<file path="src/rtl/i2c_cmd_seq_pkg.sv">
package i2c_cmd_seq_pkg;
    typedef enum logic [2:0] {
        ST_IDLE,
        ST_START,
        ST_SUB,
        ST_RSTART,
        ST_RECV,
        ST_WAIT,
        ST_STOP
    } seq_state_e;

    localparam logic [7:0] CODE_TX    = 8'h00;
    localparam logic [7:0] CODE_RX    = 8'h01;
    localparam logic [7:0] CODE_STOP  = 8'h02;
    localparam logic [7:0] CODE_START = 8'h04;
endpackage

</file>
<file path="src/rtl/i2c_cmd_count.sv">
module i2c_cmd_count #(
    parameter int LEN_W    = 16,
    parameter int SUB_SZ_W = 3,
    parameter int RX_CHUNK = 256,
    localparam int CNT_W   = LEN_W + 1,
    localparam int CHUNK_SH = $clog2(RX_CHUNK)
) (
    input  logic                dir_read,
    input  logic                no_start,
    input  logic [SUB_SZ_W-1:0] sub_size,
    input  logic [LEN_W-1:0]    len,
    output logic [CNT_W-1:0]    count
);
    logic [LEN_W:0] n_rx;
    logic           has_rd;

    always_comb begin
        has_rd = dir_read && (len != '0);
        n_rx   = ({1'b0, len} + (LEN_W+1)'(RX_CHUNK - 1)) >> CHUNK_SH;
        if (no_start) begin
            count = has_rd ? CNT_W'(n_rx) : '0;
        end else begin
            count = CNT_W'(1) + CNT_W'(sub_size);
            if (has_rd) begin
                count = count + CNT_W'(n_rx) + ((sub_size != '0) ? CNT_W'(1) : '0);
            end
        end
    end
endmodule

</file>
<file path="src/rtl/i2c_cmd_word_gen.sv">
module i2c_cmd_word_gen
    import i2c_cmd_seq_pkg::*;
#(
    parameter int LEN_W     = 16,
    parameter int SUB_BYTES = 4,
    parameter int SUB_SZ_W  = 3,
    parameter int RX_CHUNK  = 256
) (
    input  seq_state_e             state,
    input  logic [6:0]             addr,
    input  logic                   dir_read,
    input  logic                   has_sub,
    input  logic [8*SUB_BYTES-1:0] sub_addr,
    input  logic [SUB_SZ_W-1:0]    sub_rem,
    input  logic [LEN_W-1:0]       rx_rem,
    output logic                   emit,
    output logic [15:0]            word
);
    localparam logic [LEN_W-1:0] CHUNK_L = LEN_W'(RX_CHUNK);

    logic [7:0]       code;
    logic [7:0]       data;
    logic [LEN_W-1:0] chunk_m1;

    always_comb begin
        code     = CODE_TX;
        data     = '0;
        emit     = 1'b1;
        chunk_m1 = (rx_rem >= CHUNK_L) ? (CHUNK_L - LEN_W'(1)) : (rx_rem - LEN_W'(1));
        case (state)
            ST_START: begin
                code = CODE_START;
                data = {addr, has_sub ? 1'b0 : dir_read};
            end
            ST_SUB: begin
                code = CODE_TX;
                for (int i = 0; i < SUB_BYTES; i++) begin
                    if (sub_rem == SUB_SZ_W'(i + 1)) data = sub_addr[8*i +: 8];
                end
            end
            ST_RSTART: begin
                code = CODE_START;
                data = {addr, 1'b1};
            end
            ST_RECV: begin
                code = CODE_RX;
                data = chunk_m1[7:0];
            end
            ST_STOP: begin
                code = CODE_STOP;
            end
            default: emit = 1'b0;
        endcase
        word = {code, data};
    end
endmodule

</file>
<file path="src/rtl/i2c_cmd_seq.sv">
module i2c_cmd_seq
    import i2c_cmd_seq_pkg::*;
#(
    parameter int LEN_W     = 16,
    parameter int SUB_BYTES = 4,
    parameter int RX_CHUNK  = 256,
    localparam int SUB_SZ_W = $clog2(SUB_BYTES + 1),
    localparam int CNT_W    = LEN_W + 1
) (
    input  logic                   clk,
    input  logic                   rst_n,
    input  logic                   start_i,
    input  logic [6:0]             tgt_addr_i,
    input  logic                   dir_read_i,
    input  logic [SUB_SZ_W-1:0]    sub_size_i,
    input  logic [8*SUB_BYTES-1:0] sub_addr_i,
    input  logic [LEN_W-1:0]       len_i,
    input  logic                   no_start_i,
    input  logic                   no_stop_i,
    input  logic                   data_done_i,
    output logic                   cmd_valid_o,
    input  logic                   cmd_ready_i,
    output logic [15:0]            cmd_word_o,
    output logic [CNT_W-1:0]       word_count_o,
    output logic                   busy_o,
    output logic                   busy_err_o,
    output logic                   done_o
);
    localparam logic [LEN_W-1:0] CHUNK_L = LEN_W'(RX_CHUNK);

    typedef struct packed {
        seq_state_e             st;
        logic [6:0]             addr;
        logic                   rd;
        logic [SUB_SZ_W-1:0]    sub_sz;
        logic [SUB_SZ_W-1:0]    sub_rem;
        logic [8*SUB_BYTES-1:0] sub_addr;
        logic [LEN_W-1:0]       len;
        logic [LEN_W-1:0]       rx_rem;
        logic                   no_stop;
        logic [CNT_W-1:0]       count;
        logic                   done;
        logic                   err;
    } seq_regs_t;

    seq_regs_t        q, d;
    logic             emit;
    logic             fire;
    logic [CNT_W-1:0] count_in;
    seq_state_e       post_sub;
    logic             post_done;

    i2c_cmd_count #(
        .LEN_W(LEN_W), .SUB_SZ_W(SUB_SZ_W), .RX_CHUNK(RX_CHUNK)
    ) u_count (
        .dir_read (dir_read_i),
        .no_start (no_start_i),
        .sub_size (sub_size_i),
        .len      (len_i),
        .count    (count_in)
    );

    i2c_cmd_word_gen #(
        .LEN_W(LEN_W), .SUB_BYTES(SUB_BYTES), .SUB_SZ_W(SUB_SZ_W), .RX_CHUNK(RX_CHUNK)
    ) u_word (
        .state    (q.st),
        .addr     (q.addr),
        .dir_read (q.rd),
        .has_sub  (q.sub_sz != '0),
        .sub_addr (q.sub_addr),
        .sub_rem  (q.sub_rem),
        .rx_rem   (q.rx_rem),
        .emit     (emit),
        .word     (cmd_word_o)
    );

    assign fire = emit && cmd_ready_i;

    // Where the sequence goes once the address phase is over.
    always_comb begin
        post_done = 1'b0;
        if (q.rd && (q.len != '0)) begin
            post_sub = (q.sub_sz != '0) ? ST_RSTART : ST_RECV;
        end else if (q.len != '0) begin
            post_sub = ST_WAIT;
        end else if (q.no_stop) begin
            post_sub  = ST_IDLE;
            post_done = 1'b1;
        end else begin
            post_sub = ST_STOP;
        end
    end

    always_comb begin
        d      = q;
        d.done = 1'b0;
        d.err  = start_i && (q.st != ST_IDLE);
        case (q.st)
            ST_IDLE: begin
                if (start_i) begin
                    d.addr     = tgt_addr_i;
                    d.rd       = dir_read_i;
                    d.sub_sz   = no_start_i ? '0 : sub_size_i;
                    d.sub_rem  = no_start_i ? '0 : sub_size_i;
                    d.sub_addr = sub_addr_i;
                    d.len      = len_i;
                    d.rx_rem   = len_i;
                    d.no_stop  = no_stop_i;
                    d.count    = count_in;
                    if (!no_start_i) begin
                        d.st = ST_START;
                    end else if (dir_read_i && (len_i != '0)) begin
                        d.st = ST_RECV;
                    end else if (len_i != '0) begin
                        d.st = ST_WAIT;
                    end else begin
                        d.done = 1'b1;
                    end
                end
            end
            ST_START: begin
                if (fire) begin
                    if (q.sub_sz != '0) begin
                        d.st = ST_SUB;
                    end else begin
                        d.st   = post_sub;
                        d.done = post_done;
                    end
                end
            end
            ST_SUB: begin
                if (fire) begin
                    d.sub_rem = q.sub_rem - SUB_SZ_W'(1);
                    if (q.sub_rem == SUB_SZ_W'(1)) begin
                        d.st   = post_sub;
                        d.done = post_done;
                    end
                end
            end
            ST_RSTART: begin
                if (fire) d.st = ST_RECV;
            end
            ST_RECV: begin
                if (fire) begin
                    if (q.rx_rem <= CHUNK_L) begin
                        d.rx_rem = '0;
                        d.st     = ST_WAIT;
                    end else begin
                        d.rx_rem = q.rx_rem - CHUNK_L;
                    end
                end
            end
            ST_WAIT: begin
                if (data_done_i) begin
                    if (q.no_stop) begin
                        d.st   = ST_IDLE;
                        d.done = 1'b1;
                    end else begin
                        d.st = ST_STOP;
                    end
                end
            end
            ST_STOP: begin
                if (fire) begin
                    d.st   = ST_IDLE;
                    d.done = 1'b1;
                end
            end
            default: d.st = ST_IDLE;
        endcase
    end

    always_ff @(posedge clk or negedge rst_n) begin
        if (!rst_n) begin
            q <= '0;
        end else begin
            q <= d;
        end
    end

    assign cmd_valid_o  = emit;
    assign word_count_o = q.count;
    assign busy_o       = (q.st != ST_IDLE);
    assign busy_err_o   = q.err;
    assign done_o       = q.done;
endmodule

</file>
<file path="config.mk">
export PLATFORM = sky130hd
export DESIGN_NAME = i2c_cmd_seq
export DESIGN_NICKNAME = d
export VERILOG_FILES = /design/src/rtl/i2c_cmd_seq_pkg.sv /design/src/rtl/i2c_cmd_count.sv /design/src/rtl/i2c_cmd_word_gen.sv /design/src/rtl/i2c_cmd_seq.sv
export SDC_FILE = /design/constraint.sdc
export NUM_CORES = 1
export LEC_CHECK = 0
export ABC_CLOCK_PERIOD_IN_PS = 7750
export BUFFER_PORTS_ARGS = -buffer_cell sky130_fd_sc_hd__buf_2
export CORE_ASPECT_RATIO = 1.4
export CORE_MARGIN = 4
export CORE_UTILIZATION = 30
export DETAILED_ROUTE_END_ITERATION = 8
export PLACE_DENSITY_LB_ADDON = 0.05
export SYNTH_ARGS = -nofsm -noshare
export SYNTH_HDL_FRONTEND = slang
export SYNTH_SLANG_ARGS = --single-unit
</file>
<file path="constraint.sdc">
create_clock -name clk -period 7.75 [get_ports clk]
set_clock_uncertainty 0.05 [all_clocks]
set_input_delay 0.775 -clock clk [delete_from_list [all_inputs] [get_ports clk]]
set_output_delay 0.775 -clock clk [all_outputs]
set_load 0.005 [all_outputs]
</file>
-- Yosys cells after proc, flatten, opt, wreduce, memory -nomap -nowiden
Index checks and enable logic that the tools add are counted.
- memory bits (writable): 0
- memories kept: 0
- register bits after elaboration: 101
- bits in latches: 0
- input port bits: 66
- bits in read-only memories: 0
- mux-type cells: 50
- add/sub/neg operators: 7
- divide/modulo/power cells: 0
- order comparisons: 2
- shifts and indexed selects: 0
- reductions and logical operators: 18
- bitwise logic cells: 0
- eq/ne operators: 20
- $mul: 0
- operators with widths (cell ; number):
    100-bit two-way mux ; 1
    3-bit two-way mux ; 18
    8-bit two-way mux ; 5
    17-bit two-way mux ; 2
    16-bit two-way mux ; 2
    16-bit case mux with 2 select lines ; 1
    8-bit case mux with 4 select lines ; 1
    16-bit nonzero test ; 2
    3-bit case mux with 7 select lines ; 1
    2-bit inequality test, second input constant ; 9
    16-bit by 8-bit adder with 17-bit output, second input constant ; 1
    17-bit adder ; 1
    17-bit by 9-bit adder with 17-bit output ; 1
    16-bit by 9-bit >= comparator with 1-bit output, second input constant ; 1
    16-bit by 9-bit <= comparator with 1-bit output, second input constant ; 1
    16-bit by 9-bit subtractor with 16-bit output, second input constant ; 1
    1-bit two-way mux ; 15
    3-bit by 2-bit equality test with 1-bit output, second input constant ; 4
    3-bit equality test, second input constant ; 4
    10-bit AND reduction ; 1
    9-bit two-way mux ; 1
    3-bit case mux with 3 select lines ; 1
    3-bit nonzero test ; 3
    8-bit by 1-bit subtractor with 8-bit output, second input constant ; 1
    other kinds (13) ; 19

-- Depth between registers and ports, before layout
Gate-level depths: netlist of the first run.
- depth in word-level cells: 7
- depth in mapped cells: 10
- gate-level depth less buffers: 10

-- Hierarchy
Synthesis of the first run repeated with hierarchy kept, for this count alone.
- cells, all modules: 686
- area total of the unflattened synthesis: 5846.9 um^2
- by module, submodules not included (module ; seq. area each (um^2) ; cells an instance ; instances ; area an instance (um^2)):
    i2c_cmd_seq ; 2527.4 ; 511 ; 1 ; 4539.4
    i2c_cmd_word_gen ; 0.0 ; 92 ; 1 ; 668.1
    i2c_cmd_count ; 0.0 ; 83 ; 1 ; 639.4

-- Worst setup path after synthesis of the first run
No wires, ideal clock.
- path type: input to register
- start: input port len_i[4]
- end: register q (netlist bit word_count_o[6])
- cell stages on the path: 10
- arrival time: 3.342 ns
- data required time: 7.631 ns
- buffers on the path: 0
- slack: 4.289 ns
- cells stage by stage: or4_1 -> nor2_1 -> xnor2_1 -> fa_1 -> fa_1 -> a21oi_1 -> o2bb2ai_1 -> maj3_1 -> mux2_1 -> nand3_1
- word-level cells in the longest chain between the ends: 5
- RTL lines (element ; line ; text):
    start, declared ; i2c_cmd_seq.sv:17 ; input logic [LEN_W-1:0] len_i,
    16-bit by 8-bit adder with 17-bit output ; i2c_cmd_count.sv:19 ; n_rx = ({1'b0, len} + (LEN_W+1)'(RX_CHUNK - 1)) >> CHUNK_SH;
    17-bit by 9-bit adder with 17-bit output ; i2c_cmd_count.sv:25 ; count = count + CNT_W'(n_rx) + ((sub_size != '0) ? CNT_W'(1) : '0);
    17-bit adder ; i2c_cmd_count.sv:25 ;
    17-bit two-way mux ; i2c_cmd_count.sv:24 ; if (has_rd) begin
    17-bit two-way mux (*) ; i2c_cmd_count.sv:20 ; if (no_start) begin
    end signal, assigned ; i2c_cmd_seq.sv:175 ; q <= '0;
    end signal, assigned ; i2c_cmd_seq.sv:177 ; q <= d;
    end, declared ; i2c_cmd_seq.sv:46 ; seq_regs_t q, d;
Every way passes the cells marked *; elsewhere a longest branch is shown, timed or not.
A chain may end at the register's enable or synchronous reset.

-- Worst setup path in the final report of the first run
- start: register q[84] in the netlist's numbering
- end: output port cmd_word_o[6]
- word-level cells in the longest chain between the ends: 6
- RTL lines (element ; line ; text):
    3-bit by 1-bit equality test with 1-bit output ; i2c_cmd_word_gen.sv:38 ; if (sub_rem == SUB_SZ_W'(i + 1)) data = sub_addr[8*i +: 8];
    8-bit two-way mux (3 in series) ; i2c_cmd_word_gen.sv:38 ;
    8-bit two-way mux (*) ; i2c_cmd_word_gen.sv:38 ;
    8-bit case mux with 4 select lines (*) ; i2c_cmd_word_gen.sv:30 ; case (state)
    end, declared ; i2c_cmd_seq.sv:23 ; output logic [15:0] cmd_word_o,
Marks and branches as above.

==> results of run 1 <==
-- power groups by stage --
stage	sequential (µW)	clock (µW)	combinational [µW]
final	925	524	1060
after CTS	928	539	1080
after global placement	934	0	1060
after global routing	957	557	1200
after detailed placement	938	0	1070
after floorplan	841	0	809
-- registers in the layout (all words and copies together) (netlist names) --
| signal | cells |
|---|---|
| q | 82 |
| word_count_o | 10 |
| busy_err_o | 1 |
| done_o | 1 |
-- routing by layer --
metal	vias up	global-route usage [%]	part of all wire (%)
li1	2337	-	-
met1	2292	21.1	42
met2	139	29.8	52
met3	21	2.08	3.9
met4	0	6.58	1.9
met5	-	0	0
-- logic make-up after synthesis --
family          Yosys count  synth area share (%)
compound gates          134                  17.3
xor+xnor                 13                  2.07
fa+ha+maj                18                  4.32
buf+inv                  74                  6.68
flops                    94                  42.7
mux                       7                  1.43
other cells               1                0.0681
simple gates            300                  25.4
-- worst paths after layout --
path                       start  cells past startpoint         endpoint
min in group clk           q[69]                      2            q[69]
max in group asynchronous  rst_n                      2            q[74]
setup / recovery           q[84]                      8    cmd_word_o[6]
setup reg to reg           q[98]                      6  word_count_o[6]
hold / removal             rst_n                      1  word_count_o[5]
hold reg to reg            q[69]                      2            q[69]
-- cell type report --
type,instances,share of cell area (%)
Sequential cell,94,36.8
Clock inverter,5,1.66
Multi-Input combinational cell,484,44.3
Timing Repair Buffer,95,7.68
Tap cell,240,4.70
Clock buffer,11,3.80
Inverter,18,1.06
-- critical path: cells and delay by family, from the launching register on --
family                   cells  cell delay (ns)
adder cells (fa/ha/maj)      1             0.34
AO/OA/AOI/OAI                3             0.78
buffers and inverters        2             0.26
AND/OR/NAND/NOR              2             0.73
flip-flops                   1             0.42
-- through the flow --
stage	instances	hold slack, ns	util (%)
6_report	947	0.312	35.5
3_5_place_dp	931	0.413	33.6
5_1_grt	947	0.348	35.5
2_1_floorplan	652	0.395	-
3_3_place_gp	931	0.411	33.6
4_1_cts	947	0.324	35.5
-- cells in the final DEF (no fill, tap or decap), types with 4 or more instances in the layout --
cell,netlist,layout
conb_1,1,12
ha_1,15,15
a211oi_1,5,5
a22o_1,12,12
nor2b_1,11,11
a211o_1,4,4
inv_1,16,16
xnor2_1,8,8
dfrtp_1,94,94
nand2_1,196,195
nand2b_1,6,6
a221oi_1,8,8
clkbuf_16,0,9
and2_1,7,7
nor4_1,8,8
a22oi_1,4,4
nor3_1,10,10
nand4_1,5,5
nor2_1,19,19
o31ai_1,11,11
a21oi_1,20,20
xor2_1,5,5
a31oi_1,13,13
buf_4,22,6
o21ai_0,25,25
or4_1,4,4
buf_2,6,89
nand3_1,11,11
mux2_2,6,6
==> run_results.csv, run 1 <==
group,metric,value,unit
run_status,status,"complete, no violations",
setup_path,startpoint_type,"register",
placed_design,hpwl,13000,µm
global_route,grt_start_max_net_pins,70,
power_and_ir_drop,p_sw_share,41.1,%
sta,post-route-min-period,3.70,ns
setup_path,cp_slowest_cell,"nor2b_1",
drt,final_antenna_net_count,0,
power_and_ir_drop,ir_drop,130,µV
synth,yosysWarnings,0,
floorplan,dieArea,0.0206,mm²
clocking,cts_tree,"done",
power_and_ir_drop,power_switching,1030,µW
sta,worst_pin_slew,0.913,ns
finish,post-route-cell-area,0.00639,mm²
sta,fmax,271,MHz
clocking,cts.path.max_buffers,2,
placed_design,placed_area,0.00604,mm²
power_and_ir_drop,p_comb_share,42.2,%
power_and_ir_drop,power_frac_seq,36.9,%
drt,wl,17200,µm
clocking,cts_setup_buffers,0,
synth,syn_area_per_cell,8.59,µm²
sta,setup_violations,0,
synth,synth_area_leader_cell,"dfrtp_1",
floorplan,die-width,122,µm
sta,finalHoldViolations,0,
synth,synth_ff_type,"dfrtp_1",
synth,synth-seq-cells,94,
synth,yosys-top-cells-count,"nand2_1 (196), dfrtp_1 (94), o21ai_0 (25)",
finish,seq_area,0.00235,mm²
drt,avgRoutedWirePerCell,18.2,µm
global_route,grt.overflow.total,0,
setup_path,worst_path_largest_cell_delay,0.62,ns
floorplan,row_count,58,
floorplan,ios,103,
sta,max_slew_margin,38.9,%
synth,synth.top_cell.area_share,42.7,%
power_and_ir_drop,power_per_cell_area,392,mW/mm²
floorplan,fp.dieH,168,µm
floorplan,initial_utilization,30.6,%
power_and_ir_drop,p_leak,0.00307,µW
power_and_ir_drop,power.total,2510,µW
finish,areaGrowthSynthToFinish,16.1,%
power_and_ir_drop,clkPwrFrac,20.9,%
clocking,clkLatencyLatePin,0.35,ns
sta,finalSetupTns,0,ns
setup_path,cp-end-kind,"output pin",
clocking,cts_buffers,9,
clocking,clkSinkCount,94,
drt,via_per_inst,5.06,
synth,synthArstFlopShare,100,%
synth,synth_cell_types,70,
setup_path,critPathKind,"reg -> out",
floorplan,core,0.0180,mm²
drt,drtIter0Drc,233,
global_route,grt_pass1_vias,4743,
setup_path,worst-path-max-fanout,9,
finish,fill_cells,1959,
synth,synth_edf_count,0,
clocking,htreeDepth,3,
drt,drcViolationCount,0,
global_route,grt_pass1_wl,26800,µm
placed_design,io_buffers,90,
placed_design,gp_congestion,0.850,
placed_design,place_ws,3.91,ns
power_and_ir_drop,internal-power,1480,µW
synth,ys_seq_area_share,42.7,%
finish,final_layout_size_suffix_gt1_share,18.4,%
global_route,antenna_found_initial,0,
run,cap_violations,0,
synth,synth_top_cells_by_area,"dfrtp_1 (43%), nand2_1 (13%), ha_1 (3.4%)",
finish,diodes,0,
setup_path,required,6.92,ns
setup_path,r2r_slack,4.66,ns
setup_path,worstPathCellList,"inv_1 > ha_1 > nor2b_1 > a221oi_1 > o31ai_1 > nand2_1 > a31oi_1 > buf_2",
synth,syn_area,0.00551,mm²
clocking,path_clk_slew,0.07,ns
finish,fin_nets,785,
clocking,hold_buffers,0,
clocking,cts.repair.resized,0,
sta,rsz0062_at_grt,"no",
clocking,root_buffer,"clkbuf_16",
finish,multi_input_area,0.00283,mm²
sta,setup_ws,4.05,ns
sta,fin_crit_sh,47.7,%
synth,synthCells,641,
drt,vias,4789,
sta,slew_viol_final,0,
drt,firstDrtPassIters,5,
worst_hold_path,hold_class,"in -> async",
setup_path,critPathArrivalTime,2.87,ns
synth,yosysMostFrequentCell,"nand2_1",
global_route,track_usage,17.0,%
Power figures use the tool's default switching activity.
==> run 2, diff against run 1 <==
--- a/config.mk
+++ b/config.mk
@@ -5,7 +5,8 @@
 export SDC_FILE = /design/constraint.sdc
 export NUM_CORES = 1
 export LEC_CHECK = 0
-export ABC_CLOCK_PERIOD_IN_PS = 7750
+export ABC_AREA = 1
+export ABC_CLOCK_PERIOD_IN_PS = 3450
 export BUFFER_PORTS_ARGS = -buffer_cell sky130_fd_sc_hd__buf_2
 export CORE_ASPECT_RATIO = 1.4
 export CORE_MARGIN = 4
==> constraint.sdc (replaced) <==
create_clock -name clk -period 3.45 [get_ports clk]
set_clock_uncertainty 0.05 [all_clocks]
set_input_delay 0.345 -clock clk [delete_from_list [all_inputs] [get_ports clk]]
set_output_delay 0.345 -clock clk [all_outputs]
set_load 0.005 [all_outputs]
==> run 2 against run 1 <==
Against the previous run:
- via count rose by 0.75%
- area after synthesis fell by 1.7%
- highest routed layer unchanged
- largest cell class unchanged
- global-route usage fell by 0.73 points
==> run_results.csv, run 2 <==
group,metric,value,unit
floorplan,initial_utilization,30.8,%
global_route,antenna_found_initial,0,
synth,synth.top_cell.area_share,43.5,%
power_and_ir_drop,p_leak,0.00330,µW
setup_path,endpoint,"cmd_word_o[1]",
setup_path,reg2reg_from,"q[29]",
run_status,status,"complete, no violations",
setup_path,worst-path-max-fanout,8,
drt,firstDrtPassIters,6,
drt,vias,4825,
sta,fin_crit_sh,84.6,%
floorplan,core,0.0175,mm²
synth,synthCells,708,
synth,synthArstFlopShare,100,%
setup_path,cp_slowest_cell,"nor2_1",
finish,fill_cells,1907,
synth,synth_area_leader_cell,"dfrtp_1",
setup_path,worstPathCellList,"inv_1 > ha_1 > nand2_1 > nor2_1 > a22oi_1 > nor2_1 > o221ai_1 > nand3_1 > buf_2",
global_route,grt_pass1_wl,26000,µm
clocking,htreeDepth,3,
floorplan,fp.dieH,167,µm
synth,synth_cell_types,41,
floorplan,dieArea,0.0203,mm²
global_route,grt.overflow.total,0,
sta,setup_violations,0,
placed_design,io_buffers,90,
finish,final_layout_size_suffix_gt1_share,16.6,%
clocking,cts.path.max_buffers,2,
drt,drtIter0Drc,319,
synth,synth_ff_type,"dfrtp_1",
drt,via_per_inst,4.70,
worst_hold_path,worst_hold_startpoint,"sub_addr_i[3]",
synth,ys_seq_area_share,43.5,%
setup_path,critPathKind,"reg -> out",
sta,fin_hold_ws,0.144,ns
finish,diodes,0,
sta,worst_pin_slew,0.705,ns
finish,largest_reg_flops,82,
power_and_ir_drop,ir_drop,257,µV
placed_design,hpwl,12400,µm
setup_path,worst_path_largest_cell_delay,0.56,ns
power_and_ir_drop,power.total,5000,µW
synth,syn_area,0.00541,mm²
drt,final_antenna_net_count,0,
worst_hold_path,hold_class,"in -> reg",
global_route,grt_pass1_vias,4939,
setup_path,r2r_slack,1.32,ns
setup_path,critPathArrivalTime,2.52,ns
setup_path,r2r_end,"q[98]",
run,cap_violations,0,
sta,fmax,343,MHz
drt,avgRoutedWirePerCell,15.9,µm
finish,fin_nets,869,
synth,yosysWarnings,0,
floorplan,ios,103,
clocking,cts_tree,"done",
setup_path,rr_worst_depth,9,
floorplan,die-width,121,µm
clocking,clkLatencyLatePin,0.35,ns
finish,top_register,"q",
finish,layout_commonest_cell,"nand2_1",
clocking,clkSinkCount,94,
clocking,cts_setup_buffers,0,
sta,post-route-min-period,2.92,ns
sta,rsz0062_at_grt,"no",
synth,synth-seq-cells,94,
drt,wl,16300,µm
sta,finalHoldViolations,0,
setup_path,required,3.05,ns
clocking,cts_buffers,9,
finish,final_cell_mix,"nand2_1 (243), dfrtp_1 (94), buf_2 (89)",
power_and_ir_drop,power_per_cell_area,795,mW/mm²
global_route,track_usage,16.3,%
clocking,root_buffer,"clkbuf_16",
clocking,path_clk_slew,0.07,ns
placed_design,gp_congestion,0.804,
sta,finalSetupTns,0,ns
sta,slew_viol_final,0,
synth,yosysMostFrequentCell,"nand2_1",
setup_path,startpoint_type,"register",
setup_path,worstSetupStartpoint,"q[85]",
synth,syn_area_per_cell,7.64,µm²
synth,synth_edf_count,0,
drt,drcViolationCount,0,
finish,multi_input_area,0.00259,mm²
synth,yosys-top-cells-count,"nand2_1 (243), dfrtp_1 (94), inv_1 (60)",
floorplan,row_count,57,
synth,synth_top_cells_by_area,"dfrtp_1 (43%), nand2_1 (17%), o21ai_0 (5.0%)",
setup_path,cp-end-kind,"output pin",
finish,seq_area,0.00235,mm²
finish,areaGrowthSynthToFinish,16.2,%
global_route,grt_start_max_net_pins,48,
sta,max_slew_margin,52.8,%
setup_path,path_common_cell,"nor2_1",
==> run 2: worst min-delay path by stage <==
stage | endpoint | depth (start not counted)
after CTS | q[55] | 3
after floorplan | busy_err_o | 0
after global placement | q[63] | 1
final | q[55] | 3
after detailed placement | q[62] | 1
after global routing | q[54] | 3
==> run 2: cell type report <==
type	instances	area share (%)
clock buffers	10	3.80
clock inverters	5	0.796
inverters	66	3.94
multi-input cells	518	41.3
flip-flops and latches	94	37.4
well taps	236	4.70
repair buffers	97	8.08
==> run 2: repair_timing <==
action | in CTS | in global routing
gates resized for setup | 0 | 0
endpoints found under the hold margin | 2 | 0
hold buffers | 1 | 0
==> run 2: metrics by stage <==
step / setup slack (ns) / instance area (µm²) / utilization [%] / instances
after floorplan: 1.16 / 5450 / - / 719
after global placement: 0.741 / 5990 / 34.1 / 1010
after detailed placement: 0.672 / 5990 / 34.1 / 1010
after CTS: 0.501 / 6280 / 35.8 / 1026
after global routing: 0.423 / 6280 / 35.8 / 1026
final: 0.531 / 6280 / 35.8 / 1026
==> run 2: logic make-up after synthesis <==
| logic type | after synthesis | share of synthesized area, % |
|---|---|---|
| compound gates | 105 | 11.8 |
| xor+xnor | 17 | 2.75 |
| fa+ha+maj | 17 | 4.21 |
| buf+inv | 107 | 9.37 |
| flops | 94 | 43.5 |
| other cells | 1 | 0.0693 |
| simple gates | 367 | 28.3 |
==> run 2: worst max-delay path: cells and delay by family (launching register included) <==
kind | cells | cell delay (ns)
DFF | 1 | 0.40
and+or+nand+nor | 4 | 1.04
buffers and inverters | 2 | 0.24
adders and majority gates | 1 | 0.15
AOI/OAI and AO/OA | 2 | 0.33
==> run 2: where the power goes <==
part	switching (µW)	total (µW)	internal (µW)
combinational	1350	2080	727
clock	442	1020	573
sequential	297	1900	1600
==> run 2: routing by layer <==
layer / vias to the layer above / routed length (µm) / part of all wire (%) / track usage, %
met5: - / 0 / 0 / 0
met4: 0 / 379 / 2.3 / 6.39
met3: 23 / 659 / 4.1 / 2.17
met2: 113 / 8150 / 50 / 28.1
met1: 2272 / 7080 / 43 / 20.4
li1: 2417 / - / - / -
==> run 3, diff against run 2 <==
--- a/config.mk
+++ b/config.mk
@@ -5,8 +5,8 @@
 export SDC_FILE = /design/constraint.sdc
 export NUM_CORES = 1
 export LEC_CHECK = 0
-export ABC_AREA = 1
-export ABC_CLOCK_PERIOD_IN_PS = 3450
+export ABC_AREA = 0
+export ABC_CLOCK_PERIOD_IN_PS = 2900
 export BUFFER_PORTS_ARGS = -buffer_cell sky130_fd_sc_hd__buf_2
 export CORE_ASPECT_RATIO = 1.4
 export CORE_MARGIN = 4
==> constraint.sdc (replaced) <==
create_clock -name clk -period 2.9 [get_ports clk]
set_clock_uncertainty 0.05 [all_clocks]
set_input_delay 0.29 -clock clk [delete_from_list [all_inputs] [get_ports clk]]
set_output_delay 0.29 -clock clk [all_outputs]
set_load 0.005 [all_outputs]
==> run 3 against run 2 <==
Against the previous run:
- combinational power up 48%
- via count up 2.2%
- die area up 1.7%
- global-route usage up 1.2 points
- clock-buffer cell count up 1
- critical path type is now in -> reg
- largest power group unchanged
==> run_results.csv, run 3 (synthesized netlist as in run 1, its figures left out) <==
group,metric,value,unit
clocking,cts_tree,"done",
finish,multi_input_area,0.00289,mm²
global_route,grt.overflow.total,0,
drt,avgRoutedWirePerCell,18.0,µm
setup_path,worstPathCellList,"buf_2 > or4_4 > nor2_4 > xnor2_2 > fa_2 > fa_2 > a21oi_2 > o2bb2ai_1 > maj3_1 > mux2_1 > nand3_1",
finish,largest_reg_flops,82,
sta,slew_viol_final,0,
finish,final_cell_mix,"nand2_1 (195), dfrtp_1 (94), buf_2 (89)",
drt,via_per_inst,5.03,
clocking,cts_buffers,9,
setup_path,r2r_end,"q[100]",
worst_hold_path,hold_class,"in -> reg",
power_and_ir_drop,p_leak,0.00323,µW
drt,drcViolationCount,0,
finish,final_layout_size_suffix_gt1_share,23.5,%
sta,fmax,364,MHz
drt,drtIter0Drc,281,
floorplan,fp.dieH,168,µm
sta,finalHoldViolations,0,
setup_path,worstSetupStartpoint,"len_i[4]",
clocking,cts_setup_buffers,0,
finish,layout_commonest_cell,"nand2_1",
setup_path,rr_worst_depth,7,
sta,fin_hold_ws,0.0784,ns
floorplan,row_count,58,
power_and_ir_drop,power_per_cell_area,1010,mW/mm²
clocking,htreeDepth,3,
setup_path,worst-path-max-fanout,2,
clocking,clkSinkCount,94,
global_route,antenna_found_initial,0,
setup_path,worst_path_largest_cell_delay,0.55,ns
sta,post-route-min-period,2.75,ns
setup_path,cp_slowest_cell,"or4_4",
setup_path,critPathKind,"in -> reg",
drt,wl,17700,µm
floorplan,dieArea,0.0206,mm²
placed_design,gp_congestion,0.867,
global_route,grt_pass1_vias,5028,
sta,finalSetupTns,0,ns
finish,seq_area,0.00235,mm²
run,cap_violations,0,
floorplan,die-width,122,µm
power_and_ir_drop,ir_drop,318,µV
setup_path,required,3.13,ns
sta,setup_violations,0,
setup_path,endpoint,"word_count_o[6]",
placed_design,hpwl,13500,µm
drt,vias,4933,
finish,fin_nets,819,
setup_path,cp-end-kind,"register",
finish,fill_cells,1960,
placed_design,io_buffers,90,
global_route,grt_pass1_wl,27700,µm
setup_path,path_common_cell,"fa_2",
clocking,clkLatencyLatePin,0.35,ns
finish,areaGrowthSynthToFinish,21.2,%
run_status,status,"complete, no violations",
drt,firstDrtPassIters,5,
floorplan,initial_utilization,30.6,%
power_and_ir_drop,power.total,6730,µW
setup_path,r2r_slack,0.49,ns
global_route,grt_start_max_net_pins,61,
sta,rsz0062_at_grt,"no",
setup_path,reg2reg_from,"q[28]",
finish,diodes,0,
global_route,track_usage,17.4,%
clocking,cts.path.max_buffers,2,
clocking,path_clk_slew,0.07,ns
setup_path,startpoint_type,"input port",
clocking,root_buffer,"clkbuf_16",
setup_path,critPathArrivalTime,2.98,ns
sta,worst_pin_slew,0.654,ns
finish,top_register,"q",
drt,final_antenna_net_count,0,
sta,max_slew_margin,55.9,%
floorplan,core,0.0180,mm²
sta,fin_crit_sh,94.8,%
floorplan,ios,103,
==> run 3: area by class of cell <==
cell class / count / share of cell area (%)
clock buffer: 11 / 3.64
tap: 240 / 4.50
clock inverter: 5 / 0.882
multi-input combinational: 484 / 43.3
timing repair buffer: 129 / 11.4
sequential: 94 / 35.3
inverter: 18 / 1.01
==> run 3: critical path, delay by kind of cell <==
family	cells	cell delay, ns
fa+ha+maj	3	1.15
simple gates	3	0.78
compound gates	2	0.25
xor+xnor	1	0.10
mux	1	0.32
buf+inv	1	0.11
==> run 3: per-stage QoR <==
| stage | instances | setup WS (ns) | util [%] | cell area [µm²] |
|---|---|---|---|---|
| global route | 981 | 0.00138 | 37.1 | 6670 |
| global placement | 964 | -0.235 | 35.0 | 6310 |
| detailed placement | 964 | -0.282 | 35.0 | 6310 |
| finish | 981 | 0.151 | 37.1 | 6670 |
| CTS | 981 | 0.0140 | 36.8 | 6620 |
| floorplan | 652 | 0.0324 | - | 5550 |
==> run 3: worst min path at each step <==
stage                         startpoint    endpoint  slack, ns  cells after the start
after CTS                 sub_addr_i[20]       q[72]       0.07                      3
final                     sub_addr_i[20]       q[72]       0.08                      3
after detailed placement           rst_n       q[51]       0.25                      1
after global routing       tgt_addr_i[5]       q[96]       0.07                      3
after floorplan                    rst_n  busy_err_o      -0.06                      0
after global placement             rst_n       q[51]       0.25                      1
==> run 3: repair_timing <==
item / CTS / global route
hold buffers: 1 / 0
hold endpoints to repair: 34 / 0
endpoints found under the setup margin: 0 / 11
resized for setup: 0 / 12
==> run 3: power by group <==
part / total (µW) / switching, µW / leakage [µW] / internal, µW
Sequential: 2420 / 509 / 0.00117 / 1910
Combinational: 3070 / 1770 / 0.00191 / 1300
Clock: 1230 / 540 / 0.000142 / 693
==> run 3: routing by layer <==
metal	vias up	global-route usage, %	share of wire [%]
met3	17	2.92	4.3
li1	2396	-	-
met2	134	30.7	52
met1	2386	21.1	41
met5	-	0	0
met4	0	6.19	2.3
